## src/rtl/idle_phase_seq.sv

```systemverilog
module idle_phase_seq #(
  parameter int CNT_W = 16
) (
  input  logic             clk,
  input  logic             rst_n,
  input  logic             idle_req,
  input  logic             wake,
  input  logic             prep_en,
  input  logic [CNT_W-1:0] prep_len,
  input  logic [CNT_W-1:0] entry_len,
  input  logic [CNT_W-1:0] exit_len,
  input  logic             timer_stop,
  input  logic             standby,
  output logic [2:0]       phase,
  output logic             core_run,
  output logic             timer_kept,
  output logic             done_pulse,
  output logic             abort_pulse
);
  localparam int LW = CNT_W + 1;
  localparam logic [2:0] PH_RUN = 3'd0, PH_PREP = 3'd1, PH_COMMIT = 3'd2,
                         PH_IDLE = 3'd3, PH_WAKE = 3'd4;

  logic [LW-1:0]    cnt, entry_r;
  logic [CNT_W-1:0] exit_r;
  logic             stop_r, stby_r, pend;

  wire          last      = (cnt <= LW'(1));
  wire [LW-1:0] entry_sum = {1'b0, entry_len} + (prep_en ? {LW{1'b0}} : {1'b0, prep_len});

  assign core_run   = (phase == PH_RUN);
  assign timer_kept = !(stop_r && (phase == PH_COMMIT || phase == PH_IDLE || phase == PH_WAKE));

  always_ff @(posedge clk) begin
    if (!rst_n) begin
      phase       <= PH_RUN;
      cnt         <= '0;
      entry_r     <= '0;
      exit_r      <= '0;
      stop_r      <= 1'b0;
      stby_r      <= 1'b0;
      pend        <= 1'b0;
      done_pulse  <= 1'b0;
      abort_pulse <= 1'b0;
    end else begin
      done_pulse  <= 1'b0;
      abort_pulse <= 1'b0;
      case (phase)
        PH_RUN: if (idle_req) begin
          entry_r <= entry_sum;
          exit_r  <= exit_len;
          stop_r  <= timer_stop && !standby;
          stby_r  <= standby;
          pend    <= 1'b0;
          if (standby) phase <= PH_IDLE;
          else if (prep_en) begin
            phase <= PH_PREP;
            cnt   <= {1'b0, prep_len};
          end else begin
            phase <= PH_COMMIT;
            cnt   <= entry_sum;
          end
        end
        PH_PREP: begin
          if (wake) begin
            phase       <= PH_RUN;
            abort_pulse <= 1'b1;
          end else if (last) begin
            phase <= PH_COMMIT;
            cnt   <= entry_r;
          end else cnt <= cnt - LW'(1);
        end
        PH_COMMIT: begin
          if (wake) pend <= 1'b1;
          if (last) phase <= PH_IDLE;
          else cnt <= cnt - LW'(1);
        end
        PH_IDLE: if (wake || pend) begin
          pend <= 1'b0;
          if (stby_r) begin
            phase      <= PH_RUN;
            done_pulse <= 1'b1;
          end else begin
            phase <= PH_WAKE;
            cnt   <= {1'b0, exit_r};
          end
        end
        PH_WAKE: begin
          if (last) begin
            phase      <= PH_RUN;
            done_pulse <= 1'b1;
          end else cnt <= cnt - LW'(1);
        end
        default: phase <= PH_RUN;
      endcase
    end
  end
endmodule

```

## config.mk

```make
export PLATFORM = sky130hd
export DESIGN_NAME = idle_phase_seq
export DESIGN_NICKNAME = d
export VERILOG_FILES = /design/src/rtl/idle_phase_seq.sv
export SDC_FILE = /design/constraint.sdc
export NUM_CORES = 1
export LEC_CHECK = 0
export ABC_AREA = 0
export BUFFER_PORTS_ARGS = -buffer_cell sky130_fd_sc_hd__buf_4
export CORE_ASPECT_RATIO = 1.75
export CORE_MARGIN = 5
export CORE_UTILIZATION = 40
export CTS_BUF_LIST = sky130_fd_sc_hd__clkbuf_4
export CTS_CLUSTER_SIZE = 8
export DETAILED_ROUTE_END_ITERATION = 6
export GPL_TIMING_DRIVEN = 0
export SLEW_MARGIN = 20
export SYNTH_ARGS = -nofsm -noshare
export SYNTH_HDL_FRONTEND = slang
export SYNTH_SLANG_ARGS = --single-unit
```

## constraint.sdc

```tcl
create_clock -name clk -period 3.3 [get_ports clk]
set_input_delay 0.495 -clock clk [delete_from_list [all_inputs] [get_ports clk]]
set_output_delay 0.495 -clock clk [all_outputs]
set_load 0.03 [all_outputs]
```

==> summary.md, run 1 <==
| Metric | Value |
|---|---|
| Area growth syn-to-layout | `16.9%` |
| Hold Path Class | `input port to register` |
| Post-synth ARST share | `0%` |
| First-pass GRT wire length | `24,000 um` |
| Crit start category | `input port` |
| Crit Path Max Fanout | `10` |
| Commonest non-fill, non-tap cell in the layout | `nand2_1` |
| Detailed Place HPWL | `12,300 um` |
| Slowest cell on the critical path | `o21ai_0` |
| Max Slew Vio Count | `0` |
| Tmin final | `3.01 ns` |
| Clock sinks | `58` |
| Syn_nets | `649` |
| Cell family with most CP delay | `compound AO/OA/AOI/OAI gates` |
| Total congestion overflow | `0` |
| Largest stage delay, worst path | `0.52 ns` |
| Antenna viol nets, final | `0` |
| Crit path DAT | `3.29 ns` |
| DR vias | `4,686` |
| Buf+Inv Stages, Crit Path | `3` |
| Worst-Skew Late Latency | `0.42 ns` |
| RePlAce Congestion | `0.994` |
| Dpl ws | `-0.425 ns` |
| Area contributors post-synth | `dfxtp_1 27%, nand2_1 7.1%, a21oi_1 7.0%` |
| Post-synth EDFFs | `0` |
| Largest net degree at the start of global routing | `11` |
| DR WL/cell | `19.9 um` |
| Number of nets in the layout | `719` |
| Setup slack after layout | `0.287 ns` |
| Setup crit end kind | `register` |
| Vias in the first global route | `4,553` |
| YS warnings | `0` |
| DRT Pass-1 Iters | `5` |
| Critical path data required time | `3.58 ns` |
| Core Footprint | `10,600 um^2` |
| IO Pins | `62` |
| Fillers | `1,125` |
| CTS tree | `yes` |
| Netlist Area Pre-Place | `4290 um^2` |
| Worst-Margin Slew | `0.903 ns` |
| Post-synth cell types | `67` |
| DRC | `0` |
| Final hold slack | `0.318 ns` |
| Starting Density | `40.4%` |
| Number of synthesized register bits | `58` |
| Initial DRC Count | `311` |
| Initial antenna violation count | `1` |
| Unrepaired setup endpoints after global routing | `no` |
| Syn avg cell area | `7.47 um^2` |
| Post-synth top area share | `27.0%` |
| Setup-failing EPs final | `0` |
| Final number of hold-violating endpoints | `0` |
| Ys flop type | `dfxtp_1` |
| Clock slew at reported path FFs | `0.11 ns` |
| Max frequency | `332 MHz` |
| Pleak | `1.98 nW` |
| Worst vdd ir | `0.350 mV` |
| Critical path type | `input port to register` |
| Total Negative Setup Slacks | `0 ns` |
| Die Wd | `88.3 um` |
| Total chip power | `3.88 mW` |
| Pwr/cell area | `772 nW/um^2` |
| # Max-Cap Violations | `0` |
| Overall die height | `147 um` |
| # rows | `50` |
| Sequential-to-total area share from yosys stat | `27.0%` |
| Placed Area | `4900 um^2` |
| Slew margin rel. | `39.7%` |
| Routed vias/inst | `6.00` |
| Total track usage | `24.3%` |
| Post-route design area | `5020 um^2` |
| Synth Instances | `575` |
| Port buffer count | `59` |
| Routed WL | `15,500 um` |
| Clk buf depth | `2` |
| Die area | `13,000 um^2` |
| Clk_skew | `0.0311 ns` |
| Clock root cell | `clkbuf_4` |
| Yosys top cell by area | `dfxtp_1` |
| Most frequent cells in the layout | `81 x nand2_1, 60 x a21oi_1, 59 x buf_4` |
| Status | `completed` |
| CTS H-tree depth | `3` |
| Tcrit/Tclk final | `91.3%` |
| Critical path, cell by cell | `clkbuf_1 > clkbuf_2 > nand2b_1 > inv_1 > ha_1 > a211oi_1 > o21bai_1 > o22ai_2 > o21ai_0 > mux2i_1 > a41oi_1` |
| Number of CTS-inserted buffers | `9` |
| Share of layout cells above drive strength 1 | `16.2%` |
flip-flops by register name, indices dropped and copies added, names as in the netlist:
name	flops
entry_r	17
abort_pulse	1
cnt	17
phase	3
stop_r	1
stby_r	1
done_pulse	1
exit_r	16
pend	1
what timing repair did:
action | CTS | global route
endpoints found under the setup margin | 0 | 8
resized for setup | 0 | 5
setup buffers | 0 | 0
hold buffers | 0 | 0
metrics by stage:
stage	instances	utilization (%)
5_1_grt	781	47.2
3_3_place_gp	764	46.1
3_5_place_dp	764	46.1
2_1_floorplan	575	-
4_1_cts	780	47.1
6_report	781	47.2
cell type report:
type	instances	area, um^2	area share, %
clock inverters	6	33.8	0.673
well taps	130	163	3.24
multi-input cells	462	2920	58.1
clock buffers	10	75.1	1.50
plain buffers	40	168	3.34
flip-flops and latches	58	1160	23.1
diodes	1	2.50	0.0499
inverters	15	56.3	1.12
repair buffers	59	443	8.82
cells in the mapped netlist, types with 12 or more instances:
| library cell | number |
|---|---|
| inv_1 | 15 |
| o21ai_0 | 41 |
| nor2_1 | 33 |
| ha_1 | 18 |
| nand2_1 | 81 |
| nor3_1 | 12 |
| dfxtp_1 | 58 |
| nand3_1 | 12 |
| a21oi_1 | 60 |
| o211ai_1 | 12 |
| nor2b_1 | 18 |
| clkbuf_1 | 28 |
kinds of logic (layout without fill, tap and decap cells):
family	count (synthesis)	in the layout	share of synthesized area [%]
mux	8	8	1.92
other cells	0	1	0
xor+xnor	20	20	4.08
buf+inv	55	130	5.16
flops	58	58	27.0
fa+ha+maj	19	19	5.71
compound gates	200	200	30.4
simple gates	215	215	25.6
path summary, 6_finish.rpt:
path                                          startpoint                  endpoint  slack (ns)  cells past startpoint
worst max-delay path                             prep_en      cnt[13]$_SDFFE_PN0P_        0.29                     11
worst min-delay path                        exit_len[13]   exit_r[13]$_SDFFE_PN0P_        0.32                      3
worst max register to register       cnt[7]$_SDFFE_PN0P_       cnt[8]$_SDFFE_PN0P_        0.66                      7
worst min register to register  entry_r[12]$_SDFFE_PN0P_  entry_r[12]$_SDFFE_PN0P_        0.46                      2
per-layer routing:
metal	wire [um]	global-route usage, %	part of all wire [%]	up-vias
li1	-	-	-	2265
met1	5860	26.9	38	2205
met4	952	15.0	6.1	0
met3	708	2.86	4.6	44
met2	8020	42.5	52	172
met5	0	0	0	-
where the power goes:
group	leakage (nW)	switching, mW	internal [mW]
clock network	0.0596	0.286	0.157
logic	1.45	1.46	0.856
registers	0.477	0.230	0.889
tightest hold or removal path: cells and delay by family:
family                 cells  cell delay [ns]
buffers and inverters      1             0.11
AOI/OAI and AO/OA          1             0.05
and+or+nand+nor            1             0.05
Power figures use the tool's default switching activity.
==> run 2: changes to the inputs <==
--- a/config.mk
+++ b/config.mk
@@ -10,10 +10,11 @@
 export CORE_ASPECT_RATIO = 1.75
 export CORE_MARGIN = 5
 export CORE_UTILIZATION = 40
-export CTS_BUF_LIST = sky130_fd_sc_hd__clkbuf_4
 export CTS_CLUSTER_SIZE = 8
 export DETAILED_ROUTE_END_ITERATION = 6
 export GPL_TIMING_DRIVEN = 0
+export SETUP_SLACK_MARGIN = 0.4
+export SKIP_LAST_GASP = 1
 export SLEW_MARGIN = 20
 export SYNTH_ARGS = -nofsm -noshare
 export SYNTH_HDL_FRONTEND = slang
==> summary.md, run 2 (synthesis results as in run 1) <==
| Metric | Value |
|---|---|
| Vias in the first global route | `4,624 (+1.6%)` |
| Clock slew at reported path FFs | `0.05 ns (-0.06 ns)` |
| Pleak | `2.06 nW (+4.0%)` |
| Largest net degree at the start of global routing | `12 (+1)` |
| Commonest non-fill, non-tap cell in the layout | `nand2_1` |
| IO Pins | `62 (unchanged)` |
| Clk buf depth | `2 (unchanged)` |
| Total track usage | `24.6% (+0.35 points)` |
| Crit Path Max Fanout | `10 (unchanged)` |
| Largest registers | `cnt (17), entry_r (17), exit_r (16)` |
| Area growth syn-to-layout | `21.9%` |
| Final hold slack | `0.411 ns (+0.0921 ns)` |
| Overall die height | `147 um (unchanged)` |
| Max frequency | `360 MHz (+8.4%)` |
| Starting Density | `40.4% (unchanged)` |
| Initial antenna violation count | `0 (-1)` |
| Most frequent cells in the layout | `81 x nand2_1, 60 x a21oi_1, 59 x buf_4` |
| Layout Utilization | `49.2% (+2.0 points)` |
| Final number of hold-violating endpoints | `0 (unchanged)` |
| DRC | `0 (unchanged)` |
| Clock root cell | `clkbuf_16` |
| CTS H-tree depth | `3 (unchanged)` |
| Number of nets in the layout | `719 (unchanged)` |
| Core Footprint | `10,600 um^2 (unchanged)` |
| DR WL/cell | `20.3 um (+1.9%)` |
| DRT Pass-1 Iters | `7 (+2)` |
| Worst-Margin Slew | `0.845 ns (-0.0582 ns)` |
| Setup crit end kind | `register` |
| Worst vdd ir | `0.428 mV (+22%)` |
| Initial DRC Count | `293 (-5.8%)` |
| # rows | `50 (unchanged)` |
| Die Wd | `88.3 um (unchanged)` |
| # Max-Cap Violations | `0 (unchanged)` |
| Number of CTS-inserted buffers | `9 (unchanged)` |
| CTS tree | `yes` |
| Unrepaired setup endpoints after global routing | `yes` |
| Worst-Skew Late Latency | `0.33 ns (-0.09 ns)` |
| Clk_skew | `0.00495 ns (-0.0261 ns)` |
| Final Non-Filler Cells | `780 (-0.13%)` |
| Post-CTS setup buffers | `0 (unchanged)` |
| Routed WL | `15,800 um (+1.8%)` |
| RePlAce Congestion | `0.937 (-5.8%)` |
| Reg2reg setup slack | `0.65 ns (about the same)` |
| Routed vias/inst | `6.03 (+0.51%)` |
| Port buffer count | `59 (unchanged)` |
| Hold Path Class | `input port to register` |
| Antenna viol nets, final | `0 (unchanged)` |
| Crit start category | `input port` |
| Total congestion overflow | `0 (unchanged)` |
| Fillers | `1,105 (-1.8%)` |
| Critical path data required time | `3.56 ns (-0.02 ns)` |
| First-pass GRT wire length | `24,300 um (+1.0%)` |
| Die area | `13,000 um^2 (unchanged)` |
| Detailed Place HPWL | `12,600 um (+2.0%)` |
| Slew margin rel. | `43.6% (+3.9 points)` |
| Dpl ws | `-0.419 ns (+0.00568 ns)` |
| Tmin final | `2.78 ns (-0.234 ns)` |
| Placed Cells | `764 (unchanged)` |
| Status | `completed` |
| Clock sinks | `58 (unchanged)` |
| Total chip power | `4.38 mW (+13%)` |
| Crit path DAT | `3.04 ns (-0.25 ns)` |
| Setup slack after layout | `0.521 ns (+0.234 ns)` |
| Share of layout cells above drive strength 1 | `17.1% (+0.95 points)` |
| Setup-failing EPs final | `0 (unchanged)` |
| Pwr/cell area | `836 nW/um^2 (+8.2%)` |
| DR vias | `4,704 (+0.38%)` |
| Critical path type | `input port to register` |
| Max Slew Vio Count | `0 (unchanged)` |
| Tcrit/Tclk final | `84.2% (-7.1 points)` |
[run 2: what timing repair did]
item	in CTS	in global routing
endpoints found under the setup margin	16	8
hold buffers	0	0
resized for setup	6	8
[run 2: where the power goes]
part | switching, mW | internal [mW]
Clock | 0.345 | 0.580
Sequential | 0.224 | 0.891
Combinational | 1.48 | 0.859
Total | 2.05 | 2.33
[run 2: final timing paths]
path	cells past startpoint	endpoint	from
min reg2reg	2	entry_r[6]$_SDFFE_PN0P_	entry_r[6]$_SDFFE_PN0P_
max reg2reg	7	cnt[8]$_SDFFE_PN0P_	phase[1]$_SDFFE_PN0P_
min	3	exit_r[7]$_SDFFE_PN0P_	exit_len[7]
max	12	cnt[14]$_SDFFE_PN0P_	prep_en
[run 2: stage by stage]
step           setup TNS [ns]  area, um^2
3_5_place_dp            -2.42        4900
4_1_cts                     0        5210
6_report                    0        5230
2_1_floorplan               0        4300
5_1_grt                     0        5230
3_3_place_gp            -2.21        4900
[run 2: metal layers]
metal	global-route usage (%)	up-vias	wire length, um
met5	0	-	0
met4	14.5	0	829
met3	3.65	47	563
met2	42.9	148	8320
met1	27.3	2245	6100
li1	-	2264	-
[run 2: cell type report]
class                   instances  area (um^2)  area share [%]
multi-input cells             462         2940            56.1
flip-flops and latches         58         1160            22.2
clock inverters                 6         68.8            1.31
diodes                          1         2.50          0.0478
clock buffers                   9          225            4.30
inverters                      15         56.3            1.08
repair buffers                 59          443            8.46
plain buffers                  40          176            3.37
well taps                     130          163            3.11
[run 2: worst max-delay path, cell delays in order]
cell      delay [ns]
buf_2           0.18
buf_6           0.17
nor2b_1         0.12
ha_2            0.22
inv_1           0.06
fa_1            0.39
nand2b_1        0.20
a21o_4          0.24
a2111o_1        0.37
o211a_1         0.17
mux2_2          0.29
a31oi_1         0.15
==> run 3: changes to the inputs <==
==> constraint.sdc (replaced) <==
create_clock -name clk -period 2.3 [get_ports clk]
set_input_delay 0.345 -clock clk [delete_from_list [all_inputs] [get_ports clk]]
set_output_delay 0.345 -clock clk [all_outputs]
set_load 0.03 [all_outputs]
==> summary.md, run 3 (synthesis results as in run 1) <==
| Metric | Value |
|---|---|
| Status | `finished, violations left` |
| Failing checks | `setup timing` |
| Slew margin rel. | `44.7% (+1.1 points)` |
| Starting Density | `40.4% (unchanged)` |
| Port buffer count | `59 (unchanged)` |
| Clock sinks | `58 (unchanged)` |
| Worst-Margin Slew | `0.830 ns (-0.0145 ns)` |
| GR Util met1 | `30.0% (+2.7 points)` |
| Core Footprint | `10,600 um^2 (unchanged)` |
| Worst R2R Start | `phase[1]$_SDFFE_PN0P_` |
| Crit Path Max Fanout | `4 (-6)` |
| Pwr/cell area | `1210 nW/um^2 (+45%)` |
| Initial DRC Count | `368 (+26%)` |
| Clock root cell | `clkbuf_16` |
| Share of layout cells above drive strength 1 | `47.6% (+31 points)` |
| Dpl ws | `-0.625 ns (-0.206 ns)` |
| RePlAce Congestion | `0.952 (+1.6%)` |
| # Max-Cap Violations | `0 (unchanged)` |
| Met2 Use GR | `48.1% (+5.2 points)` |
| Pleak | `2.98 nW (+44%)` |
| Routed WL | `19,700 um (+25%)` |
| Detailed Place HPWL | `12,300 um (-1.8%)` |
| Sequential share of power | `18.6% (-6.9 points)` |
| Vias in the first global route | `5,265 (+14%)` |
| DR vias | `5,366 (+14%)` |
| Crit start category | `input port` |
| Worst Hold Launch | `exit_len[4]` |
| Setup-failing EPs final | `8 (+8)` |
| Critical path type | `input port to register` |
| DRC | `0 (unchanged)` |
| Final Non-Filler Cells | `869 (+11%)` |
| Tmin final | `2.39 ns` |
| Unrepaired setup endpoints after global routing | `yes` |
| Final number of hold-violating endpoints | `0 (unchanged)` |
| Routed vias/inst | `6.17 (+2.4%)` |
| Sw Ratio | `44.3% (-2.4 points)` |
| Clock slew at reported path FFs | `0.06 ns (about the same)` |
| Worst-Skew Late Latency | `0.34 ns (about the same)` |
| Hold Path Class | `input port to register` |
| Die area | `13,000 um^2 (unchanged)` |
| CTS Hold Bufs | `0 (unchanged)` |
| Clk buf depth | `2 (unchanged)` |
| Max frequency | `418 MHz` |
| Clk_skew | `0.00964 ns (+0.00469 ns)` |
| Crit path DAT | `2.66 ns (-0.38 ns)` |
| DRT Pass-1 Iters | `5 (-2)` |
| Antenna viol nets, final | `0 (unchanged)` |
| # rows | `50 (unchanged)` |
| Logic pwr share | `65.9% (+13 points)` |
| Setup slack after layout | `-0.0919 ns (-0.613 ns)` |
| Commonest non-fill, non-tap cell in the layout | `buf_4` |
| Clock share of power | `15.5% (-5.6 points)` |
| First-pass GRT wire length | `27,900 um (+15%)` |
| CTS tree | `yes` |
| Most frequent cells in the layout | `118 x buf_4, 60 x nand2_1, 47 x dfxtp_1` |
| Number of nets in the layout | `808 (+12%)` |
| Total congestion overflow | `0 (unchanged)` |
| Busiest grt layer | `met2` |
| Total track usage | `28.2% (+3.6 points)` |
| Placed Cells | `764 (unchanged)` |
| Setup crit end kind | `register` |
| P_int | `4.94 mW (+110%)` |
| Setup crit start | `prep_en` |
| Largest registers | `cnt (17), entry_r (17), exit_r (16)` |
| Area growth syn-to-layout | `70.8%` |
| Die Wd | `88.3 um (unchanged)` |
| Critical path data required time | `2.57 ns (-0.99 ns)` |
| Total Negative Setup Slacks | `-0.308 ns (-0.308 ns)` |
| Switching Power | `3.93 mW (+92%)` |
| Tcrit/Tclk final | `104%` |
| IO Pins | `62 (unchanged)` |
| CTS H-tree depth | `3 (unchanged)` |
| Number of CTS-inserted buffers | `9 (unchanged)` |
| Largest net degree at the start of global routing | `13 (+1)` |
| Max Slew Vio Count | `0 (unchanged)` |
| Initial antenna violation count | `0 (unchanged)` |
| Worst vdd ir | `0.747 mV (+75%)` |
| Overall die height | `147 um (unchanged)` |
| # diodes | `0 (-1)` |
| Met3 Use GR | `5.05% (+1.4 points)` |
| DR WL/cell | `22.7 um (+12%)` |
-- run 3: what timing repair did --
action | in CTS | in global routing
buffers inserted | 61 | 19
setup endpoints to repair | 58 | 53
resized for setup | 160 | 139
gates cloned | 3 | 6
pin swaps | 58 | 77
-- run 3: worst paths after layout --
kind | endpoint | slack (ns) | cells past startpoint
max | cnt[14]$_SDFFE_PN0P_ | -0.09 | 12
min | exit_r[4]$_SDFFE_PN0P_ | 0.25 | 3
max reg2reg | cnt[10]$_SDFFE_PN0P_ | 0.17 | 8
min reg2reg | stop_r$_SDFFE_PN0P_ | 0.46 | 2
-- run 3: layer usage --
| layer | vias up | routed length, um |
|---|---|---|
| met4 | 0 | 1720 |
| met5 | - | 0 |
| met1 | 2570 | 6800 |
| li1 | 2449 | - |
| met3 | 106 | 1140 |
| met2 | 241 | 10100 |
-- run 3: power by group through the flow --
stage               logic [mW]  registers (mW)  clock network (mW)
floorplan                 2.42            1.56                   0
global placement          3.34            1.61                   0
detailed placement        3.35            1.62                   0
CTS                       4.81            1.62                1.38
global route              6.17            1.68                1.42
finish                    5.84            1.65                1.38
-- run 3: stage by stage --
step	area (um^2)	utilization, %	total power [mW]	hold slack [ns]
floorplan	4460	-	3.98	0.431
global placement	5060	47.6	4.94	0.440
detailed placement	5060	47.6	4.97	0.446
CTS	6520	61.3	7.82	0.244
global route	7340	69.0	9.27	0.258
finish	7340	69.0	8.87	0.246
-- run 3: final cells by class --
| type | count | area, um^2 |
|---|---|---|
| Multi-Input combinational cell | 463 | 3860 |
| Fill cell | 833 | 3300 |
| Timing Repair Buffer | 147 | 1320 |
| Sequential cell | 58 | 1190 |
| Buffer | 40 | 429 |
| Clock buffer | 9 | 225 |
| Tap cell | 130 | 163 |
| Clock inverter | 7 | 78.8 |
| Inverter | 15 | 65.1 |
-- run 3: critical path, cell delays in order --
cell	delay [ns]
clkbuf_16	0.12
clkbuf_16	0.14
nor2b_4	0.12
ha_4	0.14
inv_2	0.04
fa_2	0.34
nand2b_4	0.16
a21o_4	0.24
a2111o_1	0.38
o211a_1	0.17
mux2_4	0.30
a31oi_1	0.16
